### src/rtl/adcs_pkg.sv
// Package: shared constants and helpers for the averaging conversion sequencer.
// Assumes a 6-bit byte-offset register bus and 12-bit raw samples.
package adcs_pkg;
    localparam int ADDR_W     = 6;
    localparam int SMP_W      = 12;
    localparam int ACC_W      = 17;
    localparam int CH_W       = 4;
    localparam int CODE_W     = 5;
    localparam int PRE_TICKS  = 6;
    localparam int SLOT_TICKS = 28;
    localparam int CAL_TICKS  = 64;
    localparam int MAX_LOG2   = 5;
    localparam int DIV_W      = 4;

    localparam logic [ADDR_W-1:0] OFS_CHAN  = 6'h00;
    localparam logic [ADDR_W-1:0] OFS_STAT  = 6'h08;
    localparam logic [ADDR_W-1:0] OFS_RES   = 6'h0C;
    localparam logic [ADDR_W-1:0] OFS_CFG   = 6'h14;
    localparam logic [ADDR_W-1:0] OFS_GCTL  = 6'h18;
    localparam logic [ADDR_W-1:0] OFS_GSTAT = 6'h1C;

    localparam logic [CODE_W-1:0] CODE_IDLE = 5'h1F;

    // Result mask for a resolution selector.
    function automatic logic [SMP_W-1:0] res_mask(input logic [1:0] sel);
        case (sel)
            2'b00:   res_mask = 12'h0FF;
            2'b01:   res_mask = 12'h3FF;
            default: res_mask = 12'hFFF;
        endcase
    endfunction
endpackage

### src/rtl/adcs_tick_gen.sv
// Module: conversion-clock enable generator.
// Produces one tick every (div_m1+1) bus clocks while run is high; restart
// realigns the count so the first tick falls div_m1+1 clocks after it.
module adcs_tick_gen #(
    parameter int CNT_W = 4
) (
    input  logic             clk,
    input  logic             rst_n,
    input  logic             restart,
    input  logic             run,
    input  logic [CNT_W-1:0] div_m1,
    output logic             tick
);
    logic [CNT_W-1:0] cnt_q;

    assign tick = run && !restart && (cnt_q == div_m1);

    // Divider count, cleared on restart or when idle.
    always_ff @(posedge clk) begin
        if (!rst_n || restart || !run) cnt_q <= '0;
        else if (cnt_q == div_m1)      cnt_q <= '0;
        else                           cnt_q <= cnt_q + 1'b1;
    end

    AST_TICK_IDLE: assert property (@(posedge clk) disable iff (!rst_n)
        !run |=> (cnt_q == '0));
endmodule

### src/rtl/adcs_conv.sv
// Module: conversion sequencer and averaging accumulator.
// Assumes one tick per conversion clock. A conversion spends PRE_TICKS ticks,
// then one SLOT_TICKS slot per sample; each slot ends with a sample strobe.
// Averaging count, resolution and channel are latched at start.
module adcs_conv
    import adcs_pkg::*;
#(
    parameter int P_SMP_W = SMP_W,
    parameter int P_ACC_W = ACC_W,
    parameter int P_CH_W  = CH_W,
    parameter int P_LOG2  = MAX_LOG2
) (
    input  logic               clk,
    input  logic               rst_n,
    input  logic               start,
    input  logic               abort,
    input  logic               tick,
    input  logic [2:0]         avg_log2,
    input  logic [1:0]         res_sel,
    input  logic [P_CH_W-1:0]  ch_in,
    input  logic [P_SMP_W-1:0] samp_data,
    output logic               busy,
    output logic               samp_strobe,
    output logic [P_CH_W-1:0]  samp_ch,
    output logic               done,
    output logic [P_SMP_W-1:0] result
);
    localparam int CYC_W = $clog2(SLOT_TICKS);
    localparam int IDX_W = P_LOG2;

    logic               busy_q, pre_q;
    logic [CYC_W-1:0]   cyc_q;
    logic [IDX_W-1:0]   idx_q;
    logic [P_ACC_W-1:0] acc_q;
    logic [2:0]         lg_q;
    logic [1:0]         res_q;
    logic [P_CH_W-1:0]  ch_q;

    logic [IDX_W:0]     n_cnt;
    logic               last_smp, slot_end;
    logic [P_ACC_W-1:0] sum_next, half, rounded, shifted;

    assign n_cnt    = (IDX_W+1)'(1) << lg_q;
    assign last_smp = ({1'b0, idx_q} == (n_cnt - 1'b1));
    assign slot_end = busy_q && tick && !pre_q && (cyc_q == CYC_W'(SLOT_TICKS-1));
    assign sum_next = acc_q + P_ACC_W'(samp_data);
    assign half     = (lg_q == 3'd0) ? '0 : (P_ACC_W'(1) << (lg_q - 3'd1));
    assign rounded  = sum_next + half;
    assign shifted  = rounded >> lg_q;

    assign busy        = busy_q;
    assign samp_strobe = slot_end;
    assign samp_ch     = ch_q;
    assign done        = slot_end && last_smp;
    assign result      = shifted[P_SMP_W-1:0] & P_SMP_W'(res_mask(res_q));

    logic unused_shift;
    assign unused_shift = ^shifted[P_ACC_W-1:P_SMP_W];

    // Sequencing: pre-phase, sample slots, accumulation, completion.
    always_ff @(posedge clk) begin
        if (!rst_n) begin
            busy_q <= 1'b0; pre_q <= 1'b0; cyc_q <= '0; idx_q <= '0;
            acc_q  <= '0;   lg_q  <= '0;   res_q <= '0; ch_q  <= '0;
        end else if (start) begin
            busy_q <= 1'b1; pre_q <= 1'b1; cyc_q <= '0; idx_q <= '0;
            acc_q  <= '0;   lg_q  <= avg_log2; res_q <= res_sel; ch_q <= ch_in;
        end else if (abort) begin
            busy_q <= 1'b0;
        end else if (busy_q && tick) begin
            if (pre_q) begin
                if (cyc_q == CYC_W'(PRE_TICKS-1)) begin
                    pre_q <= 1'b0;
                    cyc_q <= '0;
                end else begin
                    cyc_q <= cyc_q + 1'b1;
                end
            end else if (cyc_q == CYC_W'(SLOT_TICKS-1)) begin
                acc_q <= sum_next;
                cyc_q <= '0;
                if (last_smp) busy_q <= 1'b0;
                else          idx_q  <= idx_q + 1'b1;
            end else begin
                cyc_q <= cyc_q + 1'b1;
            end
        end
    end

    AST_DONE_ENDS_CONV: assert property (@(posedge clk) disable iff (!rst_n)
        (done && !start && !abort) |=> !busy_q);
    AST_IDX_IN_RANGE: assert property (@(posedge clk) disable iff (!rst_n)
        busy_q |-> ({1'b0, idx_q} < n_cnt));
    AST_CH_HELD: assert property (@(posedge clk) disable iff (!rst_n)
        (busy_q && !start) |=> $stable(ch_q));
    AST_ABORT_STOPS: assert property (@(posedge clk) disable iff (!rst_n)
        (abort && !start) |=> !busy_q);
endmodule

### src/rtl/adcs_cal.sv
// Module: calibration timer.
// Holds busy for P_TICKS conversion-clock ticks after start, then pulses done.
// Assumes start is only given while not busy.
module adcs_cal #(
    parameter int P_TICKS = adcs_pkg::CAL_TICKS
) (
    input  logic clk,
    input  logic rst_n,
    input  logic start,
    input  logic tick,
    output logic busy,
    output logic done
);
    localparam int CW = $clog2(P_TICKS);

    logic          busy_q;
    logic [CW-1:0] cnt_q;

    assign busy = busy_q;
    assign done = busy_q && tick && (cnt_q == CW'(P_TICKS-1));

    // Tick counter for the calibration busy phase.
    always_ff @(posedge clk) begin
        if (!rst_n) begin
            busy_q <= 1'b0;
            cnt_q  <= '0;
        end else if (start) begin
            busy_q <= 1'b1;
            cnt_q  <= '0;
        end else if (done) begin
            busy_q <= 1'b0;
        end else if (busy_q && tick) begin
            cnt_q <= cnt_q + 1'b1;
        end
    end

    AST_CAL_DONE_CLEARS: assert property (@(posedge clk) disable iff (!rst_n)
        done |=> !busy_q);
endmodule

### src/rtl/adc_sequencer.sv
// Module: top of the averaging conversion sequencer.
// Holds the register file, decodes bus writes into start/abort/calibrate
// commands, latches the clock divide per run, and owns result, completion
// flag, calibration-failure flag and interrupt. Reads are combinational;
// bus_rd marks the cycle in which a read's side effect applies.
module adc_sequencer
    import adcs_pkg::*;
#(
    parameter int P_ADDR_W = ADDR_W,
    parameter int P_DATA_W = 32,
    parameter int P_SMP_W  = SMP_W,
    parameter int P_CH_W   = CH_W
) (
    input  logic                clk,
    input  logic                rst_n,
    input  logic                bus_wr,
    input  logic                bus_rd,
    input  logic [P_ADDR_W-1:0] bus_addr,
    input  logic [P_DATA_W-1:0] bus_wdata,
    output logic [P_DATA_W-1:0] bus_rdata,
    output logic                samp_strobe,
    output logic [P_CH_W-1:0]   samp_ch,
    input  logic [P_SMP_W-1:0]  samp_data,
    output logic                irq
);
    logic [CODE_W-1:0]  code_q;
    logic               ien_q, ow_q, avg_en_q, flag_q, fail_q;
    logic [1:0]         res_sel_q, src_q, div_sel_q, avg_sel_q;
    logic [P_SMP_W-1:0] result_q;
    logic [DIV_W-1:0]   div_m1_q;

    logic               wr_chan, wr_cfg, wr_gctl, rd_res;
    logic [CODE_W-1:0]  wcode;
    logic               code_ok, conv_req, start_conv, abort_conv, start_cal;
    logic [2:0]         div_pow, lg_next;
    logic [DIV_W-1:0]   div_m1_next;
    logic               tick, conv_busy, conv_done, cal_busy, cal_done;
    logic [P_SMP_W-1:0] conv_result;

    assign wr_chan    = bus_wr && (bus_addr == OFS_CHAN);
    assign wr_cfg     = bus_wr && (bus_addr == OFS_CFG);
    assign wr_gctl    = bus_wr && (bus_addr == OFS_GCTL);
    assign rd_res     = bus_rd && (bus_addr == OFS_RES);
    assign wcode      = bus_wdata[CODE_W-1:0];
    assign code_ok    = !wcode[CODE_W-1] || (wcode == CODE_IDLE);
    assign conv_req   = wr_chan && !wcode[CODE_W-1];
    assign start_conv = conv_req && !cal_busy;
    assign start_cal  = wr_gctl && bus_wdata[7] && !cal_busy;
    assign abort_conv = (wr_chan && (wcode == CODE_IDLE)) || start_cal;

    assign div_pow     = 3'(div_sel_q) + ((src_q == 2'b01) ? 3'd1 : 3'd0);
    assign div_m1_next = DIV_W'((1 << div_pow) - 1);
    assign lg_next     = avg_en_q ? (3'd2 + 3'(avg_sel_q)) : 3'd0;

    logic unused_wdata;
    assign unused_wdata = ^{bus_wdata[P_DATA_W-1:17], bus_wdata[13:8]};

    adcs_tick_gen #(.CNT_W(DIV_W)) u_tick (
        .clk(clk), .rst_n(rst_n), .restart(start_conv || start_cal),
        .run(conv_busy || cal_busy), .div_m1(div_m1_q), .tick(tick)
    );

    adcs_conv #(.P_SMP_W(P_SMP_W), .P_ACC_W(ACC_W), .P_CH_W(P_CH_W),
                .P_LOG2(MAX_LOG2)) u_conv (
        .clk(clk), .rst_n(rst_n), .start(start_conv), .abort(abort_conv),
        .tick(tick), .avg_log2(lg_next), .res_sel(res_sel_q),
        .ch_in(wcode[P_CH_W-1:0]), .samp_data(samp_data), .busy(conv_busy),
        .samp_strobe(samp_strobe), .samp_ch(samp_ch), .done(conv_done),
        .result(conv_result)
    );

    adcs_cal #(.P_TICKS(CAL_TICKS)) u_cal (
        .clk(clk), .rst_n(rst_n), .start(start_cal), .tick(tick),
        .busy(cal_busy), .done(cal_done)
    );

    // Configuration, channel code and per-run divide latch.
    always_ff @(posedge clk) begin
        if (!rst_n) begin
            code_q <= CODE_IDLE; ien_q <= 1'b0; ow_q <= 1'b0; avg_en_q <= 1'b0;
            res_sel_q <= '0; src_q <= '0; div_sel_q <= '0; avg_sel_q <= '0;
            div_m1_q <= '0;
        end else begin
            if (wr_chan && code_ok && !(conv_req && cal_busy)) begin
                code_q <= wcode;
                ien_q  <= bus_wdata[7];
            end
            if (wr_cfg) begin
                ow_q      <= bus_wdata[16];
                avg_sel_q <= bus_wdata[15:14];
                div_sel_q <= bus_wdata[6:5];
                res_sel_q <= bus_wdata[3:2];
                src_q     <= bus_wdata[1:0];
            end
            if (wr_gctl) avg_en_q <= bus_wdata[5];
            if (start_conv || start_cal) div_m1_q <= div_m1_next;
        end
    end

    // Result store, completion flag and calibration failure flag.
    always_ff @(posedge clk) begin
        if (!rst_n) begin
            result_q <= '0; flag_q <= 1'b0; fail_q <= 1'b0;
        end else begin
            if (conv_done) begin
                if (!flag_q || ow_q) result_q <= conv_result;
                flag_q <= 1'b1;
            end else if (cal_done) begin
                flag_q <= 1'b1;
            end else if (rd_res) begin
                flag_q <= 1'b0;
            end
            if (start_cal)                 fail_q <= 1'b0;
            else if (conv_req && cal_busy) fail_q <= 1'b1;
        end
    end

    // Register read mux.
    always_comb begin
        bus_rdata = '0;
        case (bus_addr)
            OFS_CHAN:  begin bus_rdata[7] = ien_q; bus_rdata[CODE_W-1:0] = code_q; end
            OFS_STAT:  bus_rdata[0] = flag_q;
            OFS_RES:   bus_rdata[P_SMP_W-1:0] = result_q;
            OFS_CFG:   begin
                bus_rdata[16] = ow_q;       bus_rdata[15:14] = avg_sel_q;
                bus_rdata[6:5] = div_sel_q; bus_rdata[3:2] = res_sel_q;
                bus_rdata[1:0] = src_q;
            end
            OFS_GCTL:  begin bus_rdata[7] = cal_busy; bus_rdata[5] = avg_en_q; end
            OFS_GSTAT: begin
                bus_rdata[2] = cal_busy; bus_rdata[1] = fail_q; bus_rdata[0] = conv_busy;
            end
            default:   bus_rdata = '0;
        endcase
    end

    assign irq = flag_q && ien_q;

    AST_FLAG_SOURCE: assert property (@(posedge clk) disable iff (!rst_n)
        $rose(flag_q) |-> $past(conv_done || cal_done));
    AST_READ_CLEARS: assert property (@(posedge clk) disable iff (!rst_n)
        (rd_res && !conv_done && !cal_done) |=> !flag_q);
    AST_KEEP_UNREAD: assert property (@(posedge clk) disable iff (!rst_n)
        (conv_done && flag_q && !ow_q) |=> $stable(result_q));
    AST_FAIL_IN_CAL: assert property (@(posedge clk) disable iff (!rst_n)
        $rose(fail_q) |-> $past(cal_busy));
    AST_NO_CONV_IN_CAL: assert property (@(posedge clk) disable iff (!rst_n)
        cal_busy |-> !conv_busy);
endmodule

### config.mk
export PLATFORM = sky130hd
export DESIGN_NAME = adc_sequencer
export DESIGN_NICKNAME = d
export VERILOG_FILES = /design/src/rtl/adcs_pkg.sv /design/src/rtl/adcs_tick_gen.sv /design/src/rtl/adcs_conv.sv /design/src/rtl/adcs_cal.sv /design/src/rtl/adc_sequencer.sv
export SDC_FILE = /design/constraint.sdc
export NUM_CORES = 1
export LEC_CHECK = 0
export BUFFER_PORTS_ARGS = -buffer_cell sky130_fd_sc_hd__buf_2
export CAP_MARGIN = 25
export CORE_AREA = 2 2 144 146
export DETAILED_ROUTE_END_ITERATION = 10
export DIE_AREA = 0 0 146 148
export PLACE_DENSITY = 0.52
export SYNTH_ARGS = -nofsm -noshare
export SYNTH_HDL_FRONTEND = slang
export SYNTH_SLANG_ARGS = --single-unit
### constraint.sdc
create_clock -name clk -period 9.05 [get_ports clk]
set_clock_uncertainty 0.2 [all_clocks]
set_input_delay 0.4525 -clock clk [delete_from_list [all_inputs] [get_ports clk]]
set_output_delay 0.4525 -clock clk [all_outputs]
set_load 0.05 [all_outputs]
==> results of run 1 <==
==> cells by family (layout without fill, tap and decap cells) <==
family | after synthesis | after routing
flops | 83 | 83
compound gates | 187 | 187
buf+inv | 75 | 97
other cells | 1 | 18
xor+xnor | 39 | 39
fa+ha+maj | 31 | 31
mux | 23 | 23
simple gates | 314 | 314
==> per-stage QoR <==
stage	util [%]	instance area, um2	power [mW]
finish	33.19	6651	0.8334
global route	33.19	6651	0.8686
CTS	33.19	6651	0.8453
detailed placement	31.67	6347	0.4549
global placement	31.67	6347	0.4552
floorplan	-	5987	0.4398
==> worst max-delay path, stage by stage, from the launching register on <==
cell	delay (ns)
dfxtp_1	0.77
inv_1	0.42
nand3_1	0.19
ha_1	0.24
or3b_2	0.14
a21oi_1	0.07
or3_1	0.35
a2111oi_1	0.40
buf_4	0.20
and3_1	0.50
and3b_1	0.25
a41oi_1	0.14
o21ai_0	0.11
a21o_1	0.16
==> power breakdown <==
part	switching, mW	total [mW]	leakage (nW)	internal (mW)
clock	0.163	0.386	0.150	0.223
combinational	0.0562	0.0809	1.99	0.0247
sequential	0.000424	0.366	0.668	0.366
==> cell usage after synthesis (all sizes together), types with 7 or more instances <==
library cell	n	share of area, %
nand2b	8	0.84
a21oi	44	3.8
a31oi	9	0.95
mux2i	20	3.4
o21ai	33	2.8
or3	11	1.2
xnor2	19	2.8
buf	27	3.2
nand4	13	1.4
xor2	20	3.0
nand2	105	6.7
nand3	36	3.3
nor3	16	1.4
and3	12	1.3
and2	16	1.7
inv	20	1.3
nor2b	17	1.8
clkbuf	27	1.8
a211oi	12	1.5
o211ai	10	1.4
a21boi	17	2.2
a21o	7	0.93
dfxtp	83	28
ha	29	6.1
nor2	58	3.7
==> state kept, by name (all words and copies together) (netlist names), 3 cells and up <==
register,count
u_tick.cnt_q,4
result_q,12
u_conv.lg_q,3
u_conv.acc_q,17
u_conv.samp_ch,4
code_q,5
u_conv.idx_q,5
div_m1_q,4
u_conv.cyc_q,5
u_cal.cnt_q,6
==> final timing paths <==
kind / startpoint / end / slack [ns]
setup / recovery: u_conv.lg_q[2] / result_q[11] / 4.78
hold / removal: bus_wdata[16] / ow_q / 0.16
setup reg to reg: u_conv.lg_q[2] / result_q[11] / 4.78
hold reg to reg: result_q[9] / result_q[9] / 0.26
==> layout make-up <==
cell class / instances / area (um2) / share of cell area (%)
clock inverters: 5 / 61.31 / 0.9217
clock buffers: 11 / 242.7 / 3.649
well taps: 270 / 337.8 / 5.079
flip-flops and latches: 83 / 1662 / 24.98
inverters: 21 / 78.83 / 1.185
multi-input cells: 612 / 3951 / 59.41
repair buffers: 60 / 317.8 / 4.778
==> layer usage <==
layer / part of all wire [%] / GRT usage, % / vias to the layer above / wire length, um
li1: - / - / 2742 / -
met1: 51 / 20.30 / 2398 / 7861
met2: 43 / 23.58 / 91 / 6668
met3: 4.9 / 3.858 / 9 / 762
met4: 0.75 / 2.961 / 0 / 116
met5: 0 / 0 / - / 0
==> results.txt, run 1 <==
Mean Syn Cell Area = 7.866 um2
Clock latency on the worst-skew pair = 0.35 ns
Vias per cell = 4.934
Die height = 148 um
YS warnings = 0
Setup WS pre-CTS = 4.634 ns
Setup CP Type = register to register
Netlist cell types = 80
I/O pin count = 92
Adder-cell share of the synthesized area = 6.802%
Placed cell count = 1,046
Hold buffers post-CTS = 0
Root Buffer = clkbuf_16
Synth Instances = 753
Relative slew slack = 31.75%
Final Critical Period = 4.273 ns
Period utilization = 47.22%
Port-buffer cells = 53
VDD IR max = 0.08211 mV
CP required = 9.09 ns
Synth Area in Compound Gates = 22.22%
Gr usage total = 14.80%
Number of global-route vias before repair = 5,058
CTS-repair resized insts = 0
Setup crit start kind = register
P&R area growth vs syn = 12.29%
Main synth FF type = dfxtp_1
Sequential share of the synthesized area = 28.05%
Final Max Tran Viols = 0
Synth async-reset ratio = 0%
Final GP Congestion = 0.7670
Final setup fails = 0
Post-Syn Area = 5923 um2
Hold depth = 3
Slew @ Worst Pin = 1.020 ns
Mux contribution to synthesized area = 4.140%
CORE AREA = 20,040 um2
CTS max path bufs = 2
CTS H-tree depth = 3
TritonCTS Buffers = 9
DR iter-0 viols = 211
Setup WS post-layout = 4.777 ns
Die area = 21,610 um2
Commonest non-fill, non-tap cell in the layout = nand2_1
Total number of clock tree sinks = 83
Sum Neg Setup Slack = 0 ns
Reg2Reg Depth = 13
Commonest cells after routing, fill and taps aside = nand2_1, dfxtp_1, nor2_1
Yosys reg bits = 83
CTS tree = built
Worst Hold Class = input pin to register
Post-DR wirelength/cell = 14.51 um
Nets = 872
First-pass GRT wire length = 26,150 um
Min Hold Slack = 0.1611 ns
Share of cells above drive strength 1 = 12.75%
Drt pass-1 iters = 5
Leakage = 2.808 nW
Combinational family with the most area after synthesis = simple AND/OR/NAND/NOR gates
PD cells = 125.3 nW/um2
EDFF count, synth = 0
Diodes inserted = 0
Initial antenna violation count = 0
Cell Rows = 52
Status = complete, no violations
Setup Fix Bufs, Post-CTS = 0
Final Instance Count excl. Fillers = 1,062
DP HPWL = 11,260 um
Vias post-DR = 5,240
Routed Antenna Nets = 0
Crit-path max FO = 22
Overflow after GRT = 0
Synth Area in Simple Gates = 26.64%
Arr. time, crit path = 4.32 ns
RSZ-0062 raised after global routing = false
Largest net degree at the start of global routing = 53
Synth Area in XOR/XNOR = 5.767%
Fmax = 234.0 MHz
Chip Width = 146 um
Final hold vios = 0
Post-Route WL = 15,410 um
# DRC = 0
CP endpoint kind = register
Fillers = 2,198
Starting Density = 29.56%
Clock transition at the registers of the reported paths = 0.07 ns
Number of max-cap violations = 0
(Power assumes the default switching activity.)
==> run 2: changes to the inputs <==
--- a/config.mk
+++ b/config.mk
@@ -5,12 +5,13 @@
 export SDC_FILE = /design/constraint.sdc
 export NUM_CORES = 1
 export LEC_CHECK = 0
+export ABC_AREA = 1
 export BUFFER_PORTS_ARGS = -buffer_cell sky130_fd_sc_hd__buf_2
 export CAP_MARGIN = 25
 export CORE_AREA = 2 2 144 146
 export DETAILED_ROUTE_END_ITERATION = 10
 export DIE_AREA = 0 0 146 148
-export PLACE_DENSITY = 0.52
+export PLACE_DENSITY = 0.54
 export SYNTH_ARGS = -nofsm -noshare
 export SYNTH_HDL_FRONTEND = slang
 export SYNTH_SLANG_ARGS = --single-unit
==> constraint.sdc (replaced) <==
create_clock -name clk -period 3.45 [get_ports clk]
set_clock_uncertainty 0.2 [all_clocks]
set_input_delay 0.1725 -clock clk [delete_from_list [all_inputs] [get_ports clk]]
set_output_delay 0.1725 -clock clk [all_outputs]
set_load 0.05 [all_outputs]
==> run 2 against run 1 <==
Net effect: sequential share of layout area is 2.6 points lower; flip-flop and latch count unchanged; combinational power rose to 3.1 times the previous value; highest routed layer unchanged; area after synthesis decreased by 0.61%; sequential power grew to 2.6 times the previous value; total power rose to 2.6 times the previous value; hold slack got worse by 0.080 ns.
==> results.txt, run 2 <==
Status = complete, no violations (unchanged)
Nets = 1,094 (was 872)
Fmax = 302.8 MHz (was 234.0 MHz)
Commonest non-fill, non-tap cell in the layout = nand2_1 (unchanged)
Arr. time, crit path = 3.31 ns (was 4.32 ns)
Delay-heaviest family, CP = simple AND/OR/NAND/NOR gates (unchanged)
Die height = 148 um (unchanged)
Diodes inserted = 0 (unchanged)
Clock transition at the registers of the reported paths = 0.07 ns (about the same)
TritonCTS Buffers = 9 (unchanged)
Root Buffer = clkbuf_16 (unchanged)
Top cells by count, synth = nand2_1, inv_1, nand3_1 (was nand2_1, dfxtp_1, nor2_1)
Commonest cells after routing, fill and taps aside = nand2_1, inv_1, dfxtp_1 (was nand2_1, dfxtp_1, nor2_1)
DR iter-0 viols = 328 (was 211)
Clock latency on the worst-skew pair = 0.35 ns (about the same)
Share of cells above drive strength 1 = 19.33% (was 12.75%)
Routed Antenna Nets = 0 (unchanged)
Cell Rows = 52 (unchanged)
Post-DR wirelength/cell = 12.43 um (was 14.51 um)
PD cells = 296.0 nW/um2 (was 125.3 nW/um2)
Sequential share of the synthesized area = 28.23% (was 28.05%)
Min Hold Slack = 0.08068 ns (was 0.1611 ns)
Setup WS pre-CTS = -0.01820 ns (was 4.634 ns)
Total number of clock tree sinks = 83 (unchanged)
Overflow after GRT = 0 (unchanged)
Final setup fails = 0 (unchanged)
CP required = 3.46 ns (was 9.09 ns)
Setup CP Type = register to register (unchanged)
Synth Instances = 910 (was 753)
Number of max-cap violations = 0 (unchanged)
Number of flip-flops in the largest register = 17 (unchanged)
Final hold vios = 0 (unchanged)
Initial antenna violation count = 0 (unchanged)
Leakage = 3.453 nW (was 2.808 nW)
First-pass GRT wire length = 26,500 um (was 26,150 um)
DP HPWL = 12,280 um (was 11,260 um)
Critical Path Most Common Cell = nand3_1
Largest registers = u_conv.acc_q x17, result_q x12, u_cal.cnt_q x6 (unchanged)
Period utilization = 95.73% (was 47.22%)
Vias post-DR = 5,942 (was 5,240)
Main synth FF type = dfxtp_1 (unchanged)
Most flop-heavy register = u_conv.acc_q (unchanged)
Final GP Congestion = 0.8213 (was 0.7670)
Post-route cell area = 7425 um2 (was 6651 um2)
# DRC = 0 (unchanged)
Die area = 21,610 um2 (unchanged)
EDFF count, synth = 0 (unchanged)
Yosys reg bits = 83 (unchanged)
YS warnings = 0 (unchanged)
Synth async-reset ratio = 0% (unchanged)
Post-Syn Area = 5887 um2 (was 5923 um2)
Placed inst area = 6596 um2 (was 6347 um2)
Worst Hold Class = input pin to register (unchanged)
Slowest stage delay, CP = 0.36 ns (was 0.77 ns)
Critical Path, Cell by Cell = ha_4 -> inv_2 -> fa_2 -> inv_2 -> nand2_1 -> nand2_1 -> and2_4 -> xnor2_4 -> inv_2 -> ha_4 -> a21oi_2 -> o21a_1 -> nand2_2 -> nand3_2 -> nand2_4 -> buf_12 -> nand4_1 -> nand3_1 -> nand3_1 -> nand3_1 -> nand3_1 -> nand2_1 -> a21oi_2 (was inv_1 -> nand3_1 -> ha_1 -> or3b_2 -> a21oi_1 -> or3_1 -> a2111oi_1 -> buf_4 -> and3_1 -> and3b_1 -> a41oi_1 -> o21ai_0 -> a21o_1)
CTS tree = built (unchanged)
PnR Total Power = 2.198 mW (was 833.4 uW)
Drt pass-1 iters = 5 (unchanged)
Sum Neg Setup Slack = 0 ns (unchanged)
Post-synth top area cell = dfxtp_1 (unchanged)
Setup WS post-layout = 0.1473 ns (was 4.777 ns)
CTS max path bufs = 2 (unchanged)
Post-synth top area share = 28.23% (was 28.05%)
Port-buffer cells = 53 (unchanged)
I/O pin count = 92 (unchanged)
CTS H-tree depth = 3 (unchanged)
Starting Density = 29.38% (was 29.56%)
Vias per cell = 4.628 (was 4.934)
Setup crit start kind = register (unchanged)
Relative slew slack = 57.88% (was 31.75%)
Final Max Tran Viols = 0 (unchanged)
Mean Syn Cell Area = 6.469 um2 (was 7.866 um2)
Slew @ Worst Pin = 0.6310 ns (was 1.020 ns)
Worst path bufs/invs = 4 (was 2)
Final Critical Period = 3.303 ns (was 4.273 ns)
Post-Route WL = 15,950 um (was 15,410 um)
Largest net degree at the start of global routing = 33 (was 53)
RSZ-0062 raised after global routing = true (was false)
Number of global-route vias before repair = 5,637 (was 5,058)
Chip Width = 146 um (unchanged)
Gr usage total = 14.89% (was 14.80%)
CORE AREA = 20,040 um2 (unchanged)
Top cells by area, synth = dfxtp_1, nand2_1, nand3_1 (was dfxtp_1, nand2_1, ha_1)
Dominant cell by count in the synthesized netlist = nand2_1 (unchanged)
Slowest cell on the critical path = fa_2 (was dfxtp_1)
P&R area growth vs syn = 26.12% (was 12.29%)
Crit-path max FO = 4 (was 22)
CP endpoint kind = register (unchanged)
VDD IR max = 0.2156 mV (was 0.08211 mV)
Netlist cell types = 47 (was 80)
[run 2: cell types whose count changed after synthesis, moves of 16 or more]
cell and delta:
inv_1 +90, o21ai_1 +20, mux2i_1 -18, nor2_1 +18, a21boi_0 -16, a21oi_1 +25
nor2b_1 -17, nand2_1 +128, nand3_1 +57
[run 2: path summary, 6_finish.rpt]
path               startpoint                to  slack (ns)  cells past startpoint
max           u_conv.acc_q[0]      result_q[10]        0.15                     23
min               bus_addr[2]          avg_en_q        0.08                      4
max reg2reg   u_conv.acc_q[0]      result_q[10]        0.15                     23
min reg2reg  u_conv.acc_q[11]  u_conv.acc_q[11]        0.25                      2
[run 2: layout make-up]
class	instances	area, um2
tap	270	337.8
timing repair buffer	107	713.2
fill	2224	12610
multi-input combinational	690	3963
inverter	118	444.2
clock inverter	7	76.32
sequential	83	1665
clock buffer	9	225.2
[run 2: logic make-up (layout without fill, tap and decap cells)]
group | count (synthesis) | in the layout | share of synthesized area (%)
AO/OA/AOI/OAI | 145 | 145 | 13.26
XOR/XNOR | 32 | 32 | 4.761
adder cells (fa/ha/maj) | 31 | 31 | 6.844
buffers and inverters | 154 | 241 | 11.41
flip-flops | 83 | 83 | 28.23
multiplexers | 2 | 2 | 0.3401
other | 1 | 18 | 0.06370
AND/OR/NAND/NOR | 462 | 462 | 35.09
[run 2: worst register-to-register path, stage by stage, from the launching register on]
cell,delay [ns]
dfxtp_2,0.35
ha_4,0.13
inv_2,0.03
fa_2,0.36
inv_2,0.07
nand2_1,0.04
nand2_1,0.07
and2_4,0.17
xnor2_4,0.12
inv_2,0.06
ha_4,0.28
a21oi_2,0.05
o21a_1,0.17
nand2_2,0.09
nand3_2,0.10
nand2_4,0.12
buf_12,0.11
nand4_1,0.11
nand3_1,0.14
nand3_1,0.09
nand3_1,0.10
nand3_1,0.08
nand2_1,0.08
a21oi_2,0.04
[run 2: what timing repair did]
action | 4_1_cts | 5_1_grt
setup endpoints to repair | 5 | 20
setup buffers | 0 | 6
hold buffers | 12 | 0
pin swaps | 0 | 15
gates cloned | 0 | 0
resized for setup | 4 | 66
hold endpoints to repair | 21 | 0
[run 2: metrics by stage]
step                cells  util, %
global route         1284    37.05
CTS                  1278    35.11
finish               1284    37.05
detailed placement   1250    32.92
global placement     1250    32.92
floorplan             927        -
[run 2: layer usage]
| layer | GRT usage (%) | up-vias | wire (um) |
|---|---|---|---|
| met5 | 0 | - | 0 |
| li1 | - | 3143 | - |
| met1 | 19.66 | 2702 | 7698 |
| met4 | 3.495 | 0 | 168 |
| met2 | 25.57 | 85 | 7579 |
| met3 | 2.407 | 12 | 507 |
[run 2: where the power goes]
group          internal, mW  leakage (nW)  total (mW)  switching [mW]
sequential            0.959         0.670       0.960         0.00112
clock                 0.515         0.149       0.987           0.472
combinational        0.0895          2.63       0.251           0.161
==> run 3: changes to the inputs <==
==> constraint.sdc (replaced) <==
create_clock -name clk -period 2.8 [get_ports clk]
set_clock_uncertainty 0.2 [all_clocks]
set_input_delay 0.14 -clock clk [delete_from_list [all_inputs] [get_ports clk]]
set_output_delay 0.14 -clock clk [all_outputs]
set_load 0.05 [all_outputs]
==> run 3 against run 2 <==
Net effect: critical path depth is 2 lower; the run now ends with negative setup slack left; first-iteration DRC count is 24% lower; combinational power is 35% higher; clock power is 25% higher; non-clock buffer count is 69 higher; critical path type unchanged; die area stayed put.
==> results.txt, run 3 (synthesized netlist as in run 2, its figures left out) <==
PD cells = 339.1 nW/um2 (was 296.0 nW/um2)
Finished Core Util = 40.50% (was 37.05%)
Overflow after GRT = 0 (unchanged)
Final hold vios = 0 (unchanged)
Clock transition at the registers of the reported paths = 0.07 ns (about the same)
Die height = 148 um (unchanged)
Number of flip-flops in the largest register = 17 (unchanged)
Gr usage total = 16.27% (was 14.89%)
DP HPWL = 12,870 um (was 12,280 um)
CP required = 2.85 ns (was 3.46 ns)
Hold Crit Start = bus_addr[2] (unchanged)
Leakage = 3.834 nW (was 3.453 nW)
Routed Antenna Nets = 0 (unchanged)
Initial antenna violation count = 0 (unchanged)
Number of global-route vias before repair = 6,273 (was 5,637)
CTS tree = built (unchanged)
Relative slew slack = 63.95% (was 57.88%)
Vias per cell = 4.673 (was 4.628)
Setup CP Type = register to register (unchanged)
Final GP Congestion = 0.8286 (was 0.8213)
Setup crit start kind = register (unchanged)
P&R area growth vs syn = 37.87% (was 26.12%)
Port-buffer cells = 53 (unchanged)
RSZ-0062 raised after global routing = true (unchanged)
Cell Rows = 52 (unchanged)
Largest net degree at the start of global routing = 21 (was 33)
Largest registers = u_conv.acc_q x17, result_q x12, u_cal.cnt_q x6 (unchanged)
Vias post-DR = 6,322 (was 5,942)
Starting Density = 29.38% (unchanged)
Reg2reg start = u_conv.acc_q[0] (unchanged)
First-pass GRT wire length = 29,280 um (was 26,500 um)
Min Hold Slack = 0.03727 ns (was 0.08068 ns)
Placed cell count = 1,297 (was 1,250)
Nets = 1,163 (was 1,094)
Arr. time, crit path = 3.29 ns (was 3.31 ns)
Clock latency on the worst-skew pair = 0.35 ns (about the same)
Post-DR wirelength/cell = 12.66 um (was 12.43 um)
CTS H-tree depth = 3 (unchanged)
Diodes inserted = 0 (unchanged)
Drt pass-1 iters = 5 (unchanged)
Fillers = 2,174 (was 2,224)
TritonCTS Buffers = 9 (unchanged)
Fmax = 309.2 MHz (was 302.8 MHz)
Commonest non-fill, non-tap cell in the layout = nand2_1 (unchanged)
Number of max-cap violations = 0 (unchanged)
Setup WS post-layout = -0.4344 ns (was 0.1473 ns)
Worst Hold Class = input pin to register (unchanged)
Sum Neg Setup Slack = -4.563 ns (was 0 ns)
Most flop-heavy register = u_conv.acc_q (unchanged)
DR iter-0 viols = 249 (was 328)
Final Instance Count excl. Fillers = 1,353 (was 1,284)
Failing checks = negative setup slack
Root Buffer = clkbuf_16 (unchanged)
Chip Width = 146 um (unchanged)
Final Critical Period = 3.234 ns (was 3.303 ns)
Share of cells above drive strength 1 = 28.53% (was 19.33%)
Post-Route WL = 17,130 um (was 15,950 um)
Commonest cells after routing, fill and taps aside = nand2_1, buf_4, inv_1 (was nand2_1, inv_1, dfxtp_1)
Crit-path max FO = 5 (was 4)
Status = finished, violations left (was complete, no violations)
# DRC = 0 (unchanged)
Setup crit start = u_conv.acc_q[0] (unchanged)
Slew @ Worst Pin = 0.5401 ns (was 0.6310 ns)
Final Max Tran Viols = 0 (unchanged)
VDD IR max = 0.3270 mV (was 0.2156 mV)
CORE AREA = 20,040 um2 (unchanged)
CP endpoint kind = register (unchanged)
Die area = 21,610 um2 (unchanged)
Period utilization = 115.5% (was 95.73%)
I/O pin count = 92 (unchanged)
Total number of clock tree sinks = 83 (unchanged)
Final setup fails = 12 (was 0)
CTS max path bufs = 2 (unchanged)
## run 3: cell types whose count changed in the layout (fill, tap and decap cells not counted), moves of 3 or more
cell     delta
nand3_2    +18
nand2_2    +14
o21ai_1     -3
dfxtp_1     -4
o21ai_2     +3
buf_4      +65
buf_6       +3
nand2_1    -16
nand3_1    -17
dfxtp_2     +4
nor2_1      -4
## run 3: routing by layer
layer | vias up | wire [um] | track usage [%]
met5 | - | 0 | 0
met4 | 0 | 505 | 6.117
met3 | 37 | 584 | 2.809
met2 | 133 | 8105 | 27.71
met1 | 2874 | 7938 | 20.63
li1 | 3278 | - | -
## run 3: stage by stage
step           area (um2)  power, mW  worst slack [ns]
2_1_floorplan        6020      1.410           -0.2523
3_3_place_gp         7018      1.491           -0.5016
3_5_place_dp         7018      1.491           -0.5209
4_1_cts              7878      2.777           -0.3794
5_1_grt              8117      2.870           -0.6573
6_report             8117      2.752           -0.4344
## run 3: cell type report
type | instances | area, um2 | share of cell area, %
flip-flops and latches | 83 | 1670 | 20.58
clock buffers | 9 | 225.2 | 2.775
inverters | 118 | 444.2 | 5.472
repair buffers | 176 | 1235 | 15.21
clock inverters | 7 | 78.83 | 0.9712
multi-input cells | 690 | 4125 | 50.82
well taps | 270 | 337.8 | 4.162
## run 3: worst max-delay path: stages (launching register included)
cell      delay [ns]
dfxtp_2         0.35
ha_4            0.13
inv_2           0.03
fa_2            0.34
inv_2           0.08
buf_4           0.11
nand2_1         0.06
nand3_2         0.10
xor2_2          0.22
ha_4            0.25
a21oi_2         0.14
o21a_1          0.14
nand2_2         0.07
nand3_2         0.10
nand2_4         0.09
xor2_2          0.16
nand2_1         0.09
nand2_1         0.08
o211ai_1        0.17
nand3_1         0.10
nand2_1         0.08
inv_1           0.03
## run 3: worst paths after layout
path / slack, ns / depth (start not counted) / to
worst max-delay path: -0.43 / 21 / result_q[2]
worst min register to register: 0.25 / 2 / u_conv.acc_q[8]
worst max register to register: -0.43 / 21 / result_q[2]
worst min-delay path: 0.04 / 4 / avg_en_q
## run 3: power by group
group	internal [mW]	total (mW)	switching, mW
Sequential	1.18	1.18	0.00142
Combinational	0.128	0.339	0.211
Clock	0.640	1.23	0.591
Total	1.95	2.75	0.803
## run 3: timing repair
action                                  in CTS  in global routing
hold buffers                                14                  0
setup buffers                               20                  6
gates resized for setup                     57                 48
endpoints found under the hold margin       26                  0
endpoints found under the setup margin      15                 19
pin swaps                                   18                 20
